[src/rtl/port_mux_pkg.sv]
package port_mux_pkg;

    typedef enum logic [1:0] {
        PKG_SMALL  = 2'd0,
        PKG_MEDIUM = 2'd1,
        PKG_LARGE  = 2'd2
    } pkg_kind_e;

    // pins whose timer channel is not bonded on the small package
    localparam int GAP_LO = 2;
    localparam int GAP_HI = 3;

    typedef struct packed {
        logic mask_prev;
        logic locked;
    } lock_state_t;

    function automatic pkg_kind_e decode_pkg(input logic [1:0] code);
        pkg_kind_e k;
        case (code)
            2'd0:    k = PKG_SMALL;
            2'd2:    k = PKG_LARGE;
            default: k = PKG_MEDIUM;
        endcase
        return k;
    endfunction

    function automatic logic tmr_bonded(input int pin, input pkg_kind_e k);
        return !((k == PKG_SMALL) && (pin >= GAP_LO) && (pin <= GAP_HI));
    endfunction

endpackage

[src/rtl/nmi_lock.sv]
module nmi_lock
    import port_mux_pkg::*;
(
    input  logic clk,
    input  logic rst_n,
    input  logic nmi_mask,
    output logic locked
);

    lock_state_t st_d, st_q;
    logic        fall_seen;

    always_comb begin
        st_d           = st_q;
        fall_seen      = st_q.mask_prev && !nmi_mask;
        st_d.mask_prev = nmi_mask;
        st_d.locked    = st_q.locked || fall_seen;
    end

    always_ff @(posedge clk) begin
        if (!rst_n) begin
            st_q.mask_prev <= 1'b1;
            st_q.locked    <= 1'b0;
        end else begin
            st_q <= st_d;
        end
    end

    assign locked = st_q.locked;


    lock_set_chk: assert property (@(posedge clk) disable iff (!rst_n)
        (st_q.mask_prev && !nmi_mask) |=> locked);


    lock_sticky_chk: assert property (@(posedge clk) disable iff (!rst_n)
        locked |=> locked);


    lock_no_spurious_chk: assert property (@(posedge clk) disable iff (!rst_n)
        (!locked && nmi_mask) |=> !locked);

endmodule

[src/rtl/pin_resolver.sv]
module pin_resolver (
    input  logic force_in,
    input  logic tmr_claim,
    input  logic tmr_lvl,
    input  logic gp_d,
    input  logic gp_dir,
    output logic out,
    output logic oe
);

    always_comb begin
        if (force_in) begin
            out = 1'b0;
            oe  = 1'b0;
        end else if (tmr_claim) begin
            out = tmr_lvl;
            oe  = 1'b1;
        end else begin
            out = gp_d;
            oe  = gp_dir;
        end
    end

endmodule

[src/rtl/port_pin_arbiter.sv]
module port_pin_arbiter
    import port_mux_pkg::*;
#(
    parameter int PINS    = 8,
    parameter int TMR_CH  = 5,
    parameter int IRQ_PIN = 1,
    parameter int NMI_PIN = 0
) (
    input  logic              clk,
    input  logic              rst_n,
    input  logic [1:0]        pkg_sel,
    input  logic [PINS-1:0]   gp_data,
    input  logic [PINS-1:0]   gp_dir,
    input  logic [TMR_CH-1:0] tmr_oc_en,
    input  logic [TMR_CH-1:0] tmr_lvl,
    input  logic              mirq_en,
    input  logic              nmi_mask,
    input  logic [PINS-1:0]   pad_in,
    output logic [PINS-1:0]   pin_out,
    output logic [PINS-1:0]   pin_oe,
    output logic [PINS-1:0]   pin_rd
);

    pkg_kind_e       kind;
    logic            nmi_locked;
    logic            irq_bonded;
    logic [PINS-1:0] force_in;
    logic [PINS-1:0] tmr_claim;
    logic [PINS-1:0] lvl_map;

    assign kind       = decode_pkg(pkg_sel);
    assign irq_bonded = (kind != PKG_LARGE);

    nmi_lock u_nmi_lock (
        .clk      (clk),
        .rst_n    (rst_n),
        .nmi_mask (nmi_mask),
        .locked   (nmi_locked)
    );

    for (genvar p = 0; p < PINS; p++) begin : g_pin
        if (p < TMR_CH) begin : g_tmr
            assign tmr_claim[p] = tmr_oc_en[p] && tmr_bonded(p, kind);
            assign lvl_map[p]   = tmr_lvl[p];
        end else begin : g_plain
            assign tmr_claim[p] = 1'b0;
            assign lvl_map[p]   = 1'b0;
        end

        if (p == IRQ_PIN) begin : g_irq
            assign force_in[p] = irq_bonded && mirq_en;
        end else if (p == NMI_PIN) begin : g_nmi
            assign force_in[p] = irq_bonded && nmi_locked;
        end else begin : g_free
            assign force_in[p] = 1'b0;
        end

        pin_resolver u_res (
            .force_in  (force_in[p]),
            .tmr_claim (tmr_claim[p]),
            .tmr_lvl   (lvl_map[p]),
            .gp_d      (gp_data[p]),
            .gp_dir    (gp_dir[p]),
            .out       (pin_out[p]),
            .oe        (pin_oe[p])
        );
    end

    assign pin_rd = pad_in;


    pin4_tmr_chk: assert property (@(posedge clk) disable iff (!rst_n)
        tmr_oc_en[4] |-> (pin_oe[4] && (pin_out[4] == tmr_lvl[4])));


    small_pkg_gp_chk: assert property (@(posedge clk) disable iff (!rst_n)
        (pkg_sel == 2'd0) |-> ((pin_oe[3:2] == gp_dir[3:2]) && (pin_out[3:2] == gp_data[3:2])));


    irq_input_chk: assert property (@(posedge clk) disable iff (!rst_n)
        (mirq_en && (pkg_sel != 2'd2)) |-> (!pin_oe[IRQ_PIN] && !pin_out[IRQ_PIN]));


    nmi_input_chk: assert property (@(posedge clk) disable iff (!rst_n)
        (nmi_locked && (pkg_sel != 2'd2)) |-> (!pin_oe[NMI_PIN] && !pin_out[NMI_PIN]));


    plain_pins_chk: assert property (@(posedge clk) disable iff (!rst_n)
        (pin_oe[7:5] == gp_dir[7:5]) && (pin_out[7:5] == gp_data[7:5]));

endmodule

[config.mk]
export PLATFORM = sky130hd
export DESIGN_NAME = port_pin_arbiter
export DESIGN_NICKNAME = d
export VERILOG_FILES = /design/src/rtl/port_mux_pkg.sv /design/src/rtl/nmi_lock.sv /design/src/rtl/pin_resolver.sv /design/src/rtl/port_pin_arbiter.sv
export SDC_FILE = /design/constraint.sdc
export NUM_CORES = 1
export LEC_CHECK = 0
export CELL_PAD_IN_SITES_DETAIL_PLACEMENT = 0
export CELL_PAD_IN_SITES_GLOBAL_PLACEMENT = 1
export CORE_MARGIN = 4
export CORE_UTILIZATION = 12
export DETAILED_ROUTE_END_ITERATION = 12
export PLACE_DENSITY = 0.84
export SLEW_MARGIN = 20
export SYNTH_ARGS = -nofsm -noshare
export SYNTH_HDL_FRONTEND = slang
export SYNTH_SLANG_ARGS = --single-unit
[constraint.sdc]
create_clock -name clk -period 1.5 [get_ports clk]
set_input_delay 0.3 -clock clk [delete_from_list [all_inputs] [get_ports clk]]
set_output_delay 0.3 -clock clk [all_outputs]
set_load 0.01 [all_outputs]
# Word level (Yosys, flattened, before mapping)

Cells that the tools add are included.
W data, S select, Z words.

Word-level logic and storage cells: 29
Output and inout port bits: 24
Input bits: 40
Flip-flop bits (word level): 2

Reductions and logical operators: 10
Eq/ne operators: 2
Mux-type cells: 15

Operator list:

| operator             | number |
|---|---|
| $mux W1              | 14 |
| $logic_and A1 B1 Y1  | 5 |
| $logic_not A2 Y1     | 2 |
| $pmux W2 S2          | 1 |
| $eq A2 B2 Y1 const B | 1 |
| $logic_not A1 Y1     | 2 |
| $ne A2 B2 Y1 const B | 1 |
| $logic_or A1 B1 Y1   | 1 |

# Longest topological paths before layout

Word-level depth: 6
Mapped depth: 3
Mapped depth without buffers: 2

# By module

From an unflattened synthesis, not the netlist that was laid out.

Cell total of the unflattened synthesis: 51
Area total of the unflattened synthesis: 327.8 um^2

Modules (own cells, without submodules):

| module           | times used | seq. area each (um^2) | area each (um^2) | cells each |
|---|---|---|---|---|
| pin_resolver     | 8          | 0.0                   | 21.3             | 4 |
| port_pin_arbiter | 1          | 0.0                   | 97.6             | 14 |
| nmi_lock         | 1          | 40.0                  | 60.1             | 5 |

# Worst setup path after synthesis

OpenSTA, ideal clock, no wires.

Kind: in2out
Start: input port pkg_sel[0]
End: output port pin_out[2]
Buffers on the path: 1
Data required time: 1,200 ps
Setup slack: 281 ps
Arrival time: 919 ps
Stages: 3
Path through: o21ai_1 > mux2_1 > buf_4

Word-level cells in the longest chain between the ends: 6
Elaborated cells between the ends (all ways): 7
Classes of those cells: eq/ne (1); mux (2); reduce/logical (4)

RTL lines:

| element                                          | RTL line               | text |
|---|---|---|
| from (decl)                                      | port_pin_arbiter.sv:11 | `input logic [1:0] pkg_sel,` |
| $eq A2 B2 Y1 or $logic_not A2 Y1 (tied branches) | port_mux_pkg.sv:20     | `case (code)` |
| $pmux W2 S2 (*)                                  | port_mux_pkg.sv:20     |  |
| $logic_not A2 Y1 (*)                             | -                      |  |
| $logic_not A1 Y1 (*)                             | port_mux_pkg.sv:29     | `return !((k == PKG_SMALL) && (pin >= GAP_LO) && (pin <= GAP_HI));` |
| $logic_and A1 B1 Y1 (*)                          | port_pin_arbiter.sv:43 | `assign tmr_claim[p] = tmr_oc_en[p] && tmr_bonded(p, kind);` |
| $mux W1 (*)                                      | pin_resolver.sv:15     | `end else if (tmr_claim) begin` |
| to (decl)                                        | port_pin_arbiter.sv:19 | `output logic [PINS-1:0] pin_out,` |

Mark *: on every way between the ends. The rest lies on a longest branch, timed or not.

# Worst setup path after layout

Start: input port gp_dir[1]
End: output port pin_oe[1]

Word-level cells in the longest chain between the ends: 2

RTL lines:

| element     | RTL line               | text |
|---|---|---|
| from (decl) | port_pin_arbiter.sv:13 | `input logic [PINS-1:0] gp_dir,` |
| $mux W1     | pin_resolver.sv:15     |  |
| $mux W1     | pin_resolver.sv:12     | `if (force_in) begin` |
| to (decl)   | port_pin_arbiter.sv:20 | `output logic [PINS-1:0] pin_oe,` |

No other way between the ends.

==> results.json <==
{
  "gr-total-overflow": 0,
  "detail_route.vias_per_cell": 3.667,
  "post-route-util_pct": 21.19,
  "critical_path_class": "in2out",
  "synth_top_area_share_pct": 50.53,
  "numCtsBuffers": 3,
  "syn_inst": 46,
  "cts_hold_buf": 0,
  "cts_tree": "done",
  "ys_warn_count": 0,
  "status": "finished clean",
  "tns_ns": 0,
  "critical_path.max_stage_delay_ns": 0.46,
  "post-route-min-period_ns": 1.446,
  "clock-sinks": 2,
  "synth_top_cell_by_area": "buf_4",
  "crit_family": "buffers and inverters",
  "drc": 0,
  "n_fill_cell": 316,
  "core_area_sq_um": 2805,
  "ys_types": 12,
  "ios": 64,
  "max_clock_freq_mhz": 691.6,
  "drv_slew": 0,
  "drt-wirelength-per-cell_um": 10.61,
  "end_kind": "output pin",
  "required_ns": 1.20,
  "dieArea_sq_um": 3908,
  "grt_pass1_wl_um": 1690,
  "fin_nets": 104,
  "first_pass_iters": 2,
  "crit_buf_inv": 2,
  "p_leak_nw": 0.2598,
  "vias": 341,
  "grt_antenna_before_repair": 0,
  "synth_seq_area_share_pct": 11.23,
  "rows": 19,
  "die_w_um": 62.51,
  "postCtsSetupRepairBufs": 0,
  "power_density_nw_per_um2": 540.4,
  "critPathArrivalTime_ns": 1.15,
  "final_common_cell": "clkdlybuf4s50_1",
  "grt_pass1_vias": 417,
  "grt_max_degree": 5,
  "cts_buffer_depth": 2,
  "period_share_pct": 96.40,
  "ir_drop_mv": 0.3553,
  "htreeDepth": 1,
  "syn_nets": 86,
  "tightest_slew_ns": 0.1213,
  "crit_fanout": 1,
  "routed_wirelength_um": 987,
  "start_util_pct": 12.71,
  "clk_pin_slew_ns": 0.03,
  "die_y_um": 62.51,
  "multi_input_area_sq_um": 166.4,
  "synthTopCellsByArea": "buf_4 (51%), dfxtp_1 (11%), nand2b_1 (7.0%)",
  "finalHoldViolCount": 0,
  "finClkSkew_ns": 0.0004420,
  "start_kind": "input pin",
  "drive_gt1_share_pct": 32.26,
  "rsz0062_at_grt": "no",
  "ant_nets": 0,
  "avgSynthCellArea_sq_um": 7.752,
  "diodes": 0,
  "fin_hold_ws_ns": 0.4940,
  "place.gp.congestion": 0.6454,
  "final_cell_mix": "clkdlybuf4s50_1 (18), buf_2 (5), dlygate4sd2_1 (5)",
  "grt_use_total_pct": 5.342,
  "syn_area_sq_um": 356.6,
  "area.sequential_sq_um": 40.04,
  "portBuffers": 35,
  "maxSlewHeadroom_pct": 91.68,
  "worstPathCellList": "clkdlybuf4s50_1 -> nor2_1 -> a21oi_1 -> clkdlybuf4s15_2",
  "ys_seq_elements": 2,
  "area_delta_synth_final_pct": 66.67,
  "drtIter0Drc": 2,
  "total_power_uw": 321.2,
  "hold_path_class": "reg2reg",
  "slowest_stage": "clkdlybuf4s50_1",
  "finalSetupViolCount": 0,
  "cap_violations": 0,
  "clk_latency_ns": 0.22,
  "cts-root-buf": "clkbuf_4"
}
## registers in the layout, summed over array words and instances, names as in the netlist
| register | count |
|---|---|
| u_nmi_lock.st_q | 1 |
| u_nmi_lock.locked | 1 |
## power by group
group	switching, mW	internal (mW)
Sequential	0.00170	0.0572
Combinational	0.0493	0.0971
Clock	0.0278	0.0880
Total	0.0788	0.242
## worst paths after layout
path | to | slack [ns] | startpoint | depth (start not counted)
setup / recovery | pin_oe[1] | 0.05 | gp_dir[1] | 4
hold / removal | u_nmi_lock.locked | 0.49 | u_nmi_lock.locked | 1
setup reg to reg | u_nmi_lock.locked | 0.84 | u_nmi_lock.st_q[1] | 2
hold reg to reg | u_nmi_lock.locked | 0.49 | u_nmi_lock.locked | 1
## stage by stage
stage,std cells,setup WS (ns),area [sq um]
final,93,0.05402,594.3
after global routing,93,0.009585,594.3
after detailed placement,90,-0.6265,580.6
after floorplan,46,0.2806,356.6
after global placement,90,-0.5417,580.6
after CTS,93,-0.02234,608.1
## cells by family after synthesis
family                 count (synthesis)  synth area share, %
and+or+nand+nor                        8                12.63
muxes                                  5                15.09
DFF                                    2                11.23
buffers and inverters                 24                50.53
AOI/OAI and AO/OA                      7                10.53
## synthesized netlist by cell type
library cell / count
a21oi_1: 4
o21a_1: 1
or2_1: 1
o21ai_1: 2
mux2i_1: 2
nor2_1: 2
buf_4: 24
mux2_1: 2
nand2b_1: 4
dfxtp_1: 2
nor2b_1: 1
mux2_2: 1
## metal layers
| layer | global-route usage, % | wire length, um | up-vias |
|---|---|---|---|
| met5 | 0 | 0 | - |
| met4 | 4.132 | 8 | 0 |
| met3 | 3.957 | 226 | 4 |
| met2 | 8.655 | 431 | 38 |
| met1 | 4.385 | 320 | 140 |
| li1 | - | - | 159 |
## layout make-up
cell class	count	area share [%]
Timing Repair Buffer	37	54.95
Multi-Input combinational cell	20	28.00
Sequential cell	2	6.737
Tap cell	31	6.526
Clock buffer	3	3.789
## timing repair
action | in CTS | in global routing
pin swaps | 1 | 2
hold endpoints to repair | 0 | 0
setup endpoints to repair | 10 | 7
resized for setup | 42 | 10
(Power assumes the default switching activity.)
